### src/rtl/pic_if_pkg.sv
package pic_if_pkg;

    localparam int PIC_DW = 8;
    localparam int PIC_VW = PIC_DW - 3;
    localparam int PIC_CW = 2;

    // command bit positions fixed by the programming protocol
    localparam int ICW1_FLAG_BIT = 4;
    localparam int OCW3_FLAG_BIT = 3;
    localparam int EOI_BIT       = 5;
    localparam int ROT_BIT       = 7;
    localparam int SEL_VALID_BIT = 1;
    localparam int SEL_ISR_BIT   = 0;
    localparam int SMM_VALID_BIT = 6;
    localparam int SMM_VAL_BIT   = 5;

    localparam logic [PIC_CW-1:0] CNT_ONE = PIC_CW'(1);

    typedef enum logic [2:0] {
        WK_NONE,
        WK_ICW1,
        WK_ICW_NEXT,
        WK_OCW1,
        WK_OCW2,
        WK_OCW3,
        WK_DROP
    } wr_kind_e;

    typedef struct packed {
        logic [PIC_DW-1:0] mask;
        logic [PIC_VW-1:0] vbase;
        logic [PIC_CW-1:0] left;
        logic              vec_next;
        logic              sel_isr;
        logic              smm;
        logic              eoi;
    } ctl_state_t;

endpackage

### src/rtl/pic_wr_classify.sv
module pic_wr_classify
    import pic_if_pkg::*;
(
    input  logic     wr_i,
    input  logic     a0_i,
    input  logic     icw1_flag_i,
    input  logic     ocw3_flag_i,
    input  logic     seq_busy_i,
    output wr_kind_e kind_o
);

    always_comb begin
        kind_o = WK_NONE;
        if (wr_i) begin
            if (!a0_i && icw1_flag_i) begin
                kind_o = WK_ICW1;
            end else if (seq_busy_i) begin
                kind_o = a0_i ? WK_ICW_NEXT : WK_DROP;
            end else if (a0_i) begin
                kind_o = WK_OCW1;
            end else if (ocw3_flag_i) begin
                kind_o = WK_OCW3;
            end else begin
                kind_o = WK_OCW2;
            end
        end
    end

endmodule

### src/rtl/pic_ctl_regs.sv
module pic_ctl_regs
    import pic_if_pkg::*;
#(
    parameter logic [PIC_DW-1:0] MASK_RST = '1
) (
    input  logic              clk,
    input  logic              rst_n,
    input  logic              wr_i,
    input  logic              rd_i,
    input  logic              a0_i,
    input  logic [PIC_DW-1:0] wdata_i,
    input  logic [PIC_DW-1:0] irr_i,
    input  logic [PIC_DW-1:0] isr_i,
    output logic [PIC_DW-1:0] rdata_o,
    output logic [PIC_DW-1:0] mask_o,
    output logic [PIC_VW-1:0] vbase_o,
    output logic              eoi_o,
    output logic              smm_o
);

    localparam ctl_state_t RST_STATE = '{
        mask:     MASK_RST,
        vbase:    '0,
        left:     '0,
        vec_next: 1'b0,
        sel_isr:  1'b0,
        smm:      1'b0,
        eoi:      1'b0
    };

    ctl_state_t st_q, st_d;
    wr_kind_e   kind;

    pic_wr_classify u_classify (
        .wr_i        (wr_i),
        .a0_i        (a0_i),
        .icw1_flag_i (wdata_i[ICW1_FLAG_BIT]),
        .ocw3_flag_i (wdata_i[OCW3_FLAG_BIT]),
        .seq_busy_i  (st_q.left != '0),
        .kind_o      (kind)
    );

    always_comb begin
        st_d     = st_q;
        st_d.eoi = 1'b0;
        unique case (kind)
            WK_ICW1: begin
                st_d.mask     = '0;
                st_d.left     = wdata_i[PIC_CW-1:0];
                st_d.vec_next = 1'b1;
                st_d.sel_isr  = 1'b0;
                st_d.smm      = 1'b0;
            end
            WK_ICW_NEXT: begin
                if (st_q.vec_next) begin
                    st_d.vbase = wdata_i[PIC_DW-1 -: PIC_VW];
                end
                st_d.vec_next = 1'b0;
                st_d.left     = st_q.left - CNT_ONE;
            end
            WK_OCW1: begin
                st_d.mask = wdata_i;
            end
            WK_OCW2: begin
                // level bits are ignored: every EOI targets the current one
                st_d.eoi = wdata_i[EOI_BIT] & ~wdata_i[ROT_BIT];
            end
            WK_OCW3: begin
                if (wdata_i[SEL_VALID_BIT]) begin
                    st_d.sel_isr = wdata_i[SEL_ISR_BIT];
                end
                if (wdata_i[SMM_VALID_BIT]) begin
                    st_d.smm = wdata_i[SMM_VAL_BIT];
                end
            end
            default: ;
        endcase
    end

    always_ff @(posedge clk or negedge rst_n) begin
        if (!rst_n) begin
            st_q <= RST_STATE;
        end else begin
            st_q <= st_d;
        end
    end

    always_comb begin
        rdata_o = '0;
        if (rd_i) begin
            if (a0_i) begin
                rdata_o = st_q.mask;
            end else begin
                rdata_o = st_q.sel_isr ? isr_i : irr_i;
            end
        end
    end

    assign mask_o  = st_q.mask;
    assign vbase_o = st_q.vbase;
    assign eoi_o   = st_q.eoi;
    assign smm_o   = st_q.smm;

endmodule

### src/rtl/cascade_pic_regs.sv
module cascade_pic_regs
    import pic_if_pkg::*;
#(
    parameter int                NUM_CTRL = 2,
    parameter logic [PIC_DW-1:0] MASK_RST = '1
) (
    input  logic                       clk,
    input  logic                       rst_n,
    input  logic [NUM_CTRL-1:0]        wr_i,
    input  logic [NUM_CTRL-1:0]        rd_i,
    input  logic [NUM_CTRL-1:0]        a0_i,
    input  logic [NUM_CTRL*PIC_DW-1:0] wdata_i,
    input  logic [NUM_CTRL*PIC_DW-1:0] irr_i,
    input  logic [NUM_CTRL*PIC_DW-1:0] isr_i,
    output logic [NUM_CTRL*PIC_DW-1:0] rdata_o,
    output logic [NUM_CTRL*PIC_DW-1:0] mask_o,
    output logic [NUM_CTRL*PIC_VW-1:0] vbase_o,
    output logic [NUM_CTRL-1:0]        eoi_o,
    output logic [NUM_CTRL-1:0]        smm_o
);

    for (genvar c = 0; c < NUM_CTRL; c++) begin : g_ctl
        pic_ctl_regs #(
            .MASK_RST (MASK_RST)
        ) u_regs (
            .clk     (clk),
            .rst_n   (rst_n),
            .wr_i    (wr_i[c]),
            .rd_i    (rd_i[c]),
            .a0_i    (a0_i[c]),
            .wdata_i (wdata_i[c*PIC_DW +: PIC_DW]),
            .irr_i   (irr_i[c*PIC_DW +: PIC_DW]),
            .isr_i   (isr_i[c*PIC_DW +: PIC_DW]),
            .rdata_o (rdata_o[c*PIC_DW +: PIC_DW]),
            .mask_o  (mask_o[c*PIC_DW +: PIC_DW]),
            .vbase_o (vbase_o[c*PIC_VW +: PIC_VW]),
            .eoi_o   (eoi_o[c]),
            .smm_o   (smm_o[c])
        );
    end

endmodule

### config.mk
export PLATFORM = sky130hd
export DESIGN_NAME = cascade_pic_regs
export DESIGN_NICKNAME = d
export VERILOG_FILES = /design/src/rtl/pic_if_pkg.sv /design/src/rtl/pic_wr_classify.sv /design/src/rtl/pic_ctl_regs.sv /design/src/rtl/cascade_pic_regs.sv
export SDC_FILE = /design/constraint.sdc
export NUM_CORES = 1
export LEC_CHECK = 0
export BUFFER_PORTS_ARGS = -buffer_cell sky130_fd_sc_hd__buf_2
export CAP_MARGIN = 20
export CELL_PAD_IN_SITES_DETAIL_PLACEMENT = 0
export CELL_PAD_IN_SITES_GLOBAL_PLACEMENT = 1
export CORE_MARGIN = 1.5
export CORE_UTILIZATION = 38
export DETAILED_ROUTE_END_ITERATION = 8
export HOLD_SLACK_MARGIN = 0.03
export PLACE_DENSITY_LB_ADDON = 0.1
export SLEW_MARGIN = 30
export SYNTH_ARGS = -nofsm -noshare
export SYNTH_HDL_FRONTEND = slang
export SYNTH_SLANG_ARGS = --single-unit
export TNS_END_PERCENT = 5
### constraint.sdc
create_clock -name clk -period 2.2 [get_ports clk]
set_input_delay 0.66 -clock clk [delete_from_list [all_inputs] [get_ports clk]]
set_output_delay 0.66 -clock clk [all_outputs]
set_load 0.02 [all_outputs]
==> results of run 1 <==
critical path: cells and delay by family (launching register included):
| kind | cells | cell delay (ns) |
|---|---|---|
| DFF | 1 | 0.52 |
| muxes | 1 | 0.23 |
| and+or+nand+nor | 1 | 0.15 |
| buffers and inverters | 1 | 0.15 |
| AOI/OAI and AO/OA | 1 | 0.08 |
sequential cells by signal (all words and copies together) (netlist names):
| register | count |
|---|---|
| g_ctl.u_regs.eoi_o | 2 |
| g_ctl.u_regs.mask_o | 16 |
| g_ctl.u_regs.smm_o | 2 |
| g_ctl.u_regs.st_q | 8 |
| g_ctl.u_regs.vbase_o | 10 |
power groups by stage:
stage,clock [W],combinational [W],sequential (W)
floorplan,0,0.00145,0.00125
global placement,0,0.00154,0.00133
detailed placement,0,0.00156,0.00133
CTS,0.000517,0.00156,0.00133
global route,0.000550,0.00169,0.00137
finish,0.000492,0.00155,0.00132
logic make-up after synthesis:
group | count (synthesis) | share of synthesized area (%)
simple gates | 58 | 13.9
compound gates | 57 | 17.6
buf+inv | 52 | 13.6
flops | 38 | 39.9
mux | 31 | 14.0
fa+ha+maj | 2 | 1.03
metal layers:
metal	track usage, %	vias up	share of wire [%]
li1	-	966	-
met5	0	-	0
met1	19.2	944	41
met4	5.76	0	1.3
met3	4.27	9	5.2
met2	29.9	61	52
Yosys cell counts:
cell type / n
a22o_1: 32
buf_4: 32
nand2_1: 23
dfrtp_1: 22
mux2i_1: 22
and2_1: 18
o21ai_0: 18
dfstp_2: 16
inv_1: 12
buf_2: 6
mux2_4: 5
nand3_1: 5
mux2_2: 4
nand3b_1: 3
and4bb_2: 2
ha_1: 2
nor4b_1: 2
o21ai_2: 2
a2bb2oi_1: 1
a31o_2: 1
and3b_4: 1
buf_6: 1
clkbuf_1: 1
nand2_4: 1
nand4b_2: 1
nor2_1: 1
o21bai_1: 1
o221ai_1: 1
o22ai_1: 1
or2_2: 1
metrics by stage:
step | total power, W | std cells | setup slack [ns]
finish | 0.00335 | 387 | 0.117
global route | 0.00361 | 387 | 0.00250
CTS | 0.00340 | 387 | 0.0732
detailed placement | 0.00289 | 379 | 0.130
global placement | 0.00287 | 379 | 0.155
floorplan | 0.00271 | 238 | 0.156
path summary, 6_finish.rpt:
path	startpoint	end	slack (ns)	cells past startpoint
worst min-delay path	rst_n	g_ctl[1].u_regs.vbase_o[3]	0.32	1
worst max register to register	g_ctl[0].u_regs.st_q[4]	g_ctl[0].u_regs.vbase_o[2]	0.70	5
worst max-delay path	g_ctl[0].u_regs.st_q[2]	rdata_o[2]	0.12	4
worst min register to register	g_ctl[0].u_regs.st_q[4]	g_ctl[0].u_regs.st_q[4]	0.47	1
min in group clk	g_ctl[0].u_regs.st_q[4]	g_ctl[0].u_regs.st_q[4]	0.47	1
max in group asynchronous	rst_n	g_ctl[0].u_regs.mask_o[1]	1.33	2
layout make-up:
class / instances / area share, %
multi-input cells: 148 / 39.1
flip-flops and latches: 38 / 33.6
repair buffers: 106 / 19.3
well taps: 75 / 3.24
clock buffers: 7 / 2.98
inverters: 12 / 1.56
clock inverters: 1 / 0.173
timing repair:
| item | CTS | global route |
|---|---|---|
| setup endpoints to repair | 8 | 4 |
| cloned | 0 | 0 |
| setup buffers | 0 | 0 |
| hold buffers | 0 | 0 |
| pin swaps | 0 | 0 |
| gates resized for setup | 1 | 4 |
==> results by group, run 1 <==
Outcome
  • Status: finished clean

Timing
  • Tightest Pin Transition: roughly 0.47 ns
  • Fin crit share: 94.7%
  • Final Critical Period: between 2 and 2.5 ns
  • Max-Slew Margin vs Limit: a little under 70%
  • Setup TNS: 0 ns
  • Setup violations, final: 0
  • Max Slew Vio Count: 0
  • RSZ-0062 raised after global routing: no
  • Hold slack: 0.321 ns
  • Final Hold Fails: 0
  • F_max: 480 MHz
  • Clock Skew: 0.00212 ns

Cells and area
  • Share of cells above drive strength 1: 47.4%
  • ANT cells: 0
  • Number of nets in the layout: 369
  • Area of the multi-input gates: between 0.001 and 0.0015 sq mm
  • Final design utilization: between 40% and 50%
  • Most common cell after layout, fill and taps aside: buf_2
  • Commonest cells after routing, fill and taps aside: buf_2 (101), a22o_1 (32), nand2_1 (23), mux2i_1 (22), dfrtp_1 (21)
  • Filler instances: a little over 600
  • Fin area: 0.00289 sq mm
  • Layout area overhead: 18.9%
  • Seq. cell area: 972 sq um

Placed design
  • Post-DP HPWL: 4340 microns
  • Gp weighted congestion: 0.716
  • Placed Area: 0.00280 sq mm
  • IO buf count: 101

Critical path
  • Critical path, cell by cell: mux2i_1 -> o21ai_0 -> and2_1 -> buf_2
  • Worst setup SP type: register
  • CP required: 1.54 ns
  • Slowest-stage cell, CP: dfrtp_2
  • Crit-path max FO: 9
  • Slowest stage delay, CP: 0.52 ns
  • CP endpoint kind: output port
  • CP Class: register to output port
  • Critical Path AT: about 1.4 ns

Floorplan
  • Die Area: between 0.006 and 0.007 sq mm
  • DIE HEIGHT: 83.0 microns
  • Die width: 83.0 microns
  • Ports: 102
  • Rows: 28
  • Core ar.: 0.00606 sq mm
  • Initial core utilization: 40.1%

Pwr
  • Switching pwr: 0.00129 W
  • Leak: 1.46 nW
  • Sw Ratio: 38.5%
  • Maximum vdd drop: between 500 and 600 uV
  • Reg power frac: 39.3%
  • Pwr dens: 1160 mW/mm^2
  • Pint: around 0.002 W
  • Clock power frac: 14.7%
  • Power share of the combinational group: 46.1%

Route
  • DRT antenna net count: 0
  • Drt via density: 5.12
  • WL/cell: ~14 microns
  • Drt first-iter violations: 58
  • DRC errors left: 0
  • Via count: roughly 2000
  • TritonRoute pass-1 iters: 4
  • Final WL: between 5000 and 6000 microns

Clocking
  • Clk pin slew, worst setup/hold paths: approximately 0.070 ns
  • CTS sink count: 38
  • Clock Latency Late Sink: approximately 0.28 ns
  • CTS buffer count: 5
  • CTS tree: done
  • CTS Buffer Depth: 2
  • Htree depth: 2
  • Clk root buf: clkbuf_8

Yosys
  • Net count after synthesis: 296
  • Register area share after synthesis: 39.9%
  • Syn Area/Cell: between 10 and 15 sq um
  • Synthesized cell area: 0.00243 sq mm
  • Synth Warn #: 0
  • Synth area leader: dfrtp_1
  • Post-Syn Instances: ~240
  • Synth Register Bits: 38
  • Yosys cell types: 30
  • Largest cells by area after synthesis: dfrtp_1 (23%), dfstp_2 (17%), a22o_1 (12%)
  • Top cell type's share of synthesized area: 22.6%

Worst hold path
  • HP Class: input pin to async pin

Global route
  • Total congestion overflow: 0
  • Initial antenna violation count: 0
  • Largest net degree at the start of global routing: 22
  • GRT Total Usage: 16.7%
  • Vias in the first global route: 1941
  • First-pass GRT wire length: 9320 microns

Flow run
  • Number of max-cap violations: 0
Note: power is estimated with default switching activity, not from simulation.
==> run 2: changes to the inputs <==
--- a/config.mk
+++ b/config.mk
@@ -11,2 +11,3 @@
 export CELL_PAD_IN_SITES_GLOBAL_PLACEMENT = 1
+export CORE_ASPECT_RATIO = 1.75
 export CORE_MARGIN = 1.5
==> constraint.sdc (replaced) <==
create_clock -name clk -period 2.2 [get_ports clk]
set_input_delay 0.33 -clock clk [delete_from_list [all_inputs] [get_ports clk]]
set_output_delay 0.33 -clock clk [all_outputs]
set_load 0.02 [all_outputs]
==> run 2 against run 1 <==
Effect of this change:
- non-clock buffer count down 3
- hold slack worse by 0.090 ns
- largest power group unchanged
- count of clock-buffer cells in the layout down 2
- highest routed layer unchanged
- cell count up 0.52%
- sequential share of layout area down 0.25 points
- via count down 2.3%
- routed wire length up 2.9%
- critical path depth unchanged
- fmax up 9.1%
- critical endpoint is now rdata_o[6]
- die area up 0.28%
==> results by group, run 2 (synthesis gave the netlist of run 1 again) <==
Cells and area
  • Layout area overhead: 19.7%
  • Share of cells above drive strength 1: 46.6%
  • Final design utilization: 47.1%
  • Fin area: around 0.0029 sq mm
  • Filler instances: between 600 and 700
  • Most common cell after layout, fill and taps aside: buf_2
  • ANT cells: 0
  • Number of nets in the layout: 366
  • Max reg flops: 16
  • Commonest cells after routing, fill and taps aside: buf_2 (100), a22o_1 (32), nand2_1 (23), mux2i_1 (22), dfrtp_1 (22)

Critical path
  • Critical Path AT: ~1.6 ns
  • R2R Setup Slk: 0.71 ns
  • Crit path launch: g_ctl[0].u_regs.st_q[2]
  • CP Class: register to output port
  • Worst R2R Start: g_ctl[0].u_regs.st_q[4]
  • Worst setup SP type: register
  • FF-to-FF path depth: 5
  • End point of the critical path: rdata_o[6]
  • CP endpoint kind: output port
  • FF-to-FF End: g_ctl[0].u_regs.vbase_o[1]
  • Crit-path max FO: 9
  • CP required: ~1.9 ns

Global route
  • First-pass GRT wire length: 9010 microns
  • Vias in the first global route: about 1800
  • Initial antenna violation count: 0
  • GRT Total Usage: 16.8%
  • Total congestion overflow: 0
  • Largest net degree at the start of global routing: 39

Floorplan
  • Die width: 63.5 microns
  • DIE HEIGHT: 109 microns
  • Initial core utilization: 39.4%
  • Core ar.: about 0.006 sq mm
  • Rows: 38
  • Die Area: between 0.006 and 0.007 sq mm
  • Ports: 102

Placed design
  • Placed Area: 0.00276 sq mm
  • Post-DP HPWL: 4500 microns
  • Gp weighted congestion: 0.717
  • IO buf count: ~100

Timing
  • Final Critical Period: about 1.9 ns
  • Clock Skew: 0.0144 ns
  • Max Slew Vio Count: 0
  • Setup violations, final: 0
  • RSZ-0062 raised after global routing: no
  • F_max: 524 MHz
  • Tightest Pin Transition: 0.489 ns
  • Setup TNS: 0 ns
  • Final Hold Fails: 0
  • Hold slack: 0.232 ns
  • Fin crit share: 86.8%
  • Max-Slew Margin vs Limit: 67.4%

Route
  • Drt via density: 4.97
  • DRT antenna net count: 0
  • Via count: 1935
  • Drt first-iter violations: 61
  • TritonRoute pass-1 iters: 4
  • WL/cell: 14.7 microns
  • Final WL: around 5700 microns
  • DRC errors left: 0

Worst hold path
  • HP Class: input pin to register

Clocking
  • Hold buffer count at CTS: 0
  • CTS sink count: 38
  • CTS tree: done
  • Clock Latency Late Sink: 0.29 ns
  • CTS Buffer Depth: 2
  • Post-CTS setup buffer count: 0
  • Htree depth: 2
  • CTS buffer count: 5
  • Post-CTS Resized: 0
  • Clk pin slew, worst setup/hold paths: 0.09 ns
  • Clk root buf: clkbuf_8

Pwr
  • Pwr Total: 0.00358 W
  • Leak: 1.46 nW
  • Pwr dens: 1230 mW/mm^2
  • Maximum vdd drop: 551 uV

Flow run
  • Number of max-cap violations: 0

Outcome
  • Status: finished clean
run 2: changes by cell type in the layout (fill, tap and decap cells not counted), sizes merged:
| cell | before | now |
|---|---|---|
| buf | 106 | 102 |
| bufinv | 0 | 2 |
| clkbuf | 7 | 5 |
| dlygate4sd3 | 0 | 1 |
run 2: stage by stage:
step | setup slack, ns | std cells
3_3_place_gp | 0.572 | 380
4_1_cts | 0.244 | 388
2_1_floorplan | 0.794 | 238
3_5_place_dp | 0.570 | 380
6_report | 0.290 | 389
5_1_grt | 0.152 | 389
run 2: worst min-delay path by stage:
stage,startpoint,to,slack [ns],depth (start not counted)
6_report,wdata_i[15],g_ctl[1].u_regs.eoi_o,0.23,2
5_1_grt,wdata_i[15],g_ctl[1].u_regs.eoi_o,0.22,2
4_1_cts,rst_n,g_ctl[0].u_regs.vbase_o[2],0.17,1
3_5_place_dp,g_ctl[0].u_regs.st_q[4],g_ctl[0].u_regs.st_q[4],0.45,1
3_3_place_gp,g_ctl[0].u_regs.st_q[4],g_ctl[0].u_regs.st_q[4],0.46,1
2_1_floorplan,rst_n,g_ctl[0].u_regs.eoi_o,0.03,0
run 2: worst max-delay path: stages, from the launching register on:
cell and delay [ns]:
dfrtp_1 0.65, mux2i_1 0.25, o21ai_0 0.08, and2_1 0.16
buf_2 0.15
run 2: cell type report:
| type | count | area, sq um | area share (%) |
|---|---|---|---|
| clock buffer | 5 | 68.8 | 2.36 |
| clock inverter | 3 | 68.8 | 2.36 |
| inverter | 12 | 45.0 | 1.55 |
| multi-input combinational | 148 | 1130 | 38.9 |
| sequential | 38 | 971 | 33.4 |
| tap | 80 | 100 | 3.44 |
| timing repair buffer | 103 | 526 | 18.1 |
run 2: power breakdown:
part	total, W	internal (W)	switching, W
combinational	0.00153	0.000717	0.000816
sequential	0.00132	0.00108	0.000238
clock	0.000724	0.000455	0.000269
total	0.00358	0.00225	0.00132
run 2: per-layer routing:
layer  vias up  global-route usage, %  wire length, microns
met1       916                   17.1                  2000
li1        960                      -                     -
met5         -                      0                     0
met2        55                   33.9                  3420
met3         4                   2.68                   267
met4         0                   5.12                    43
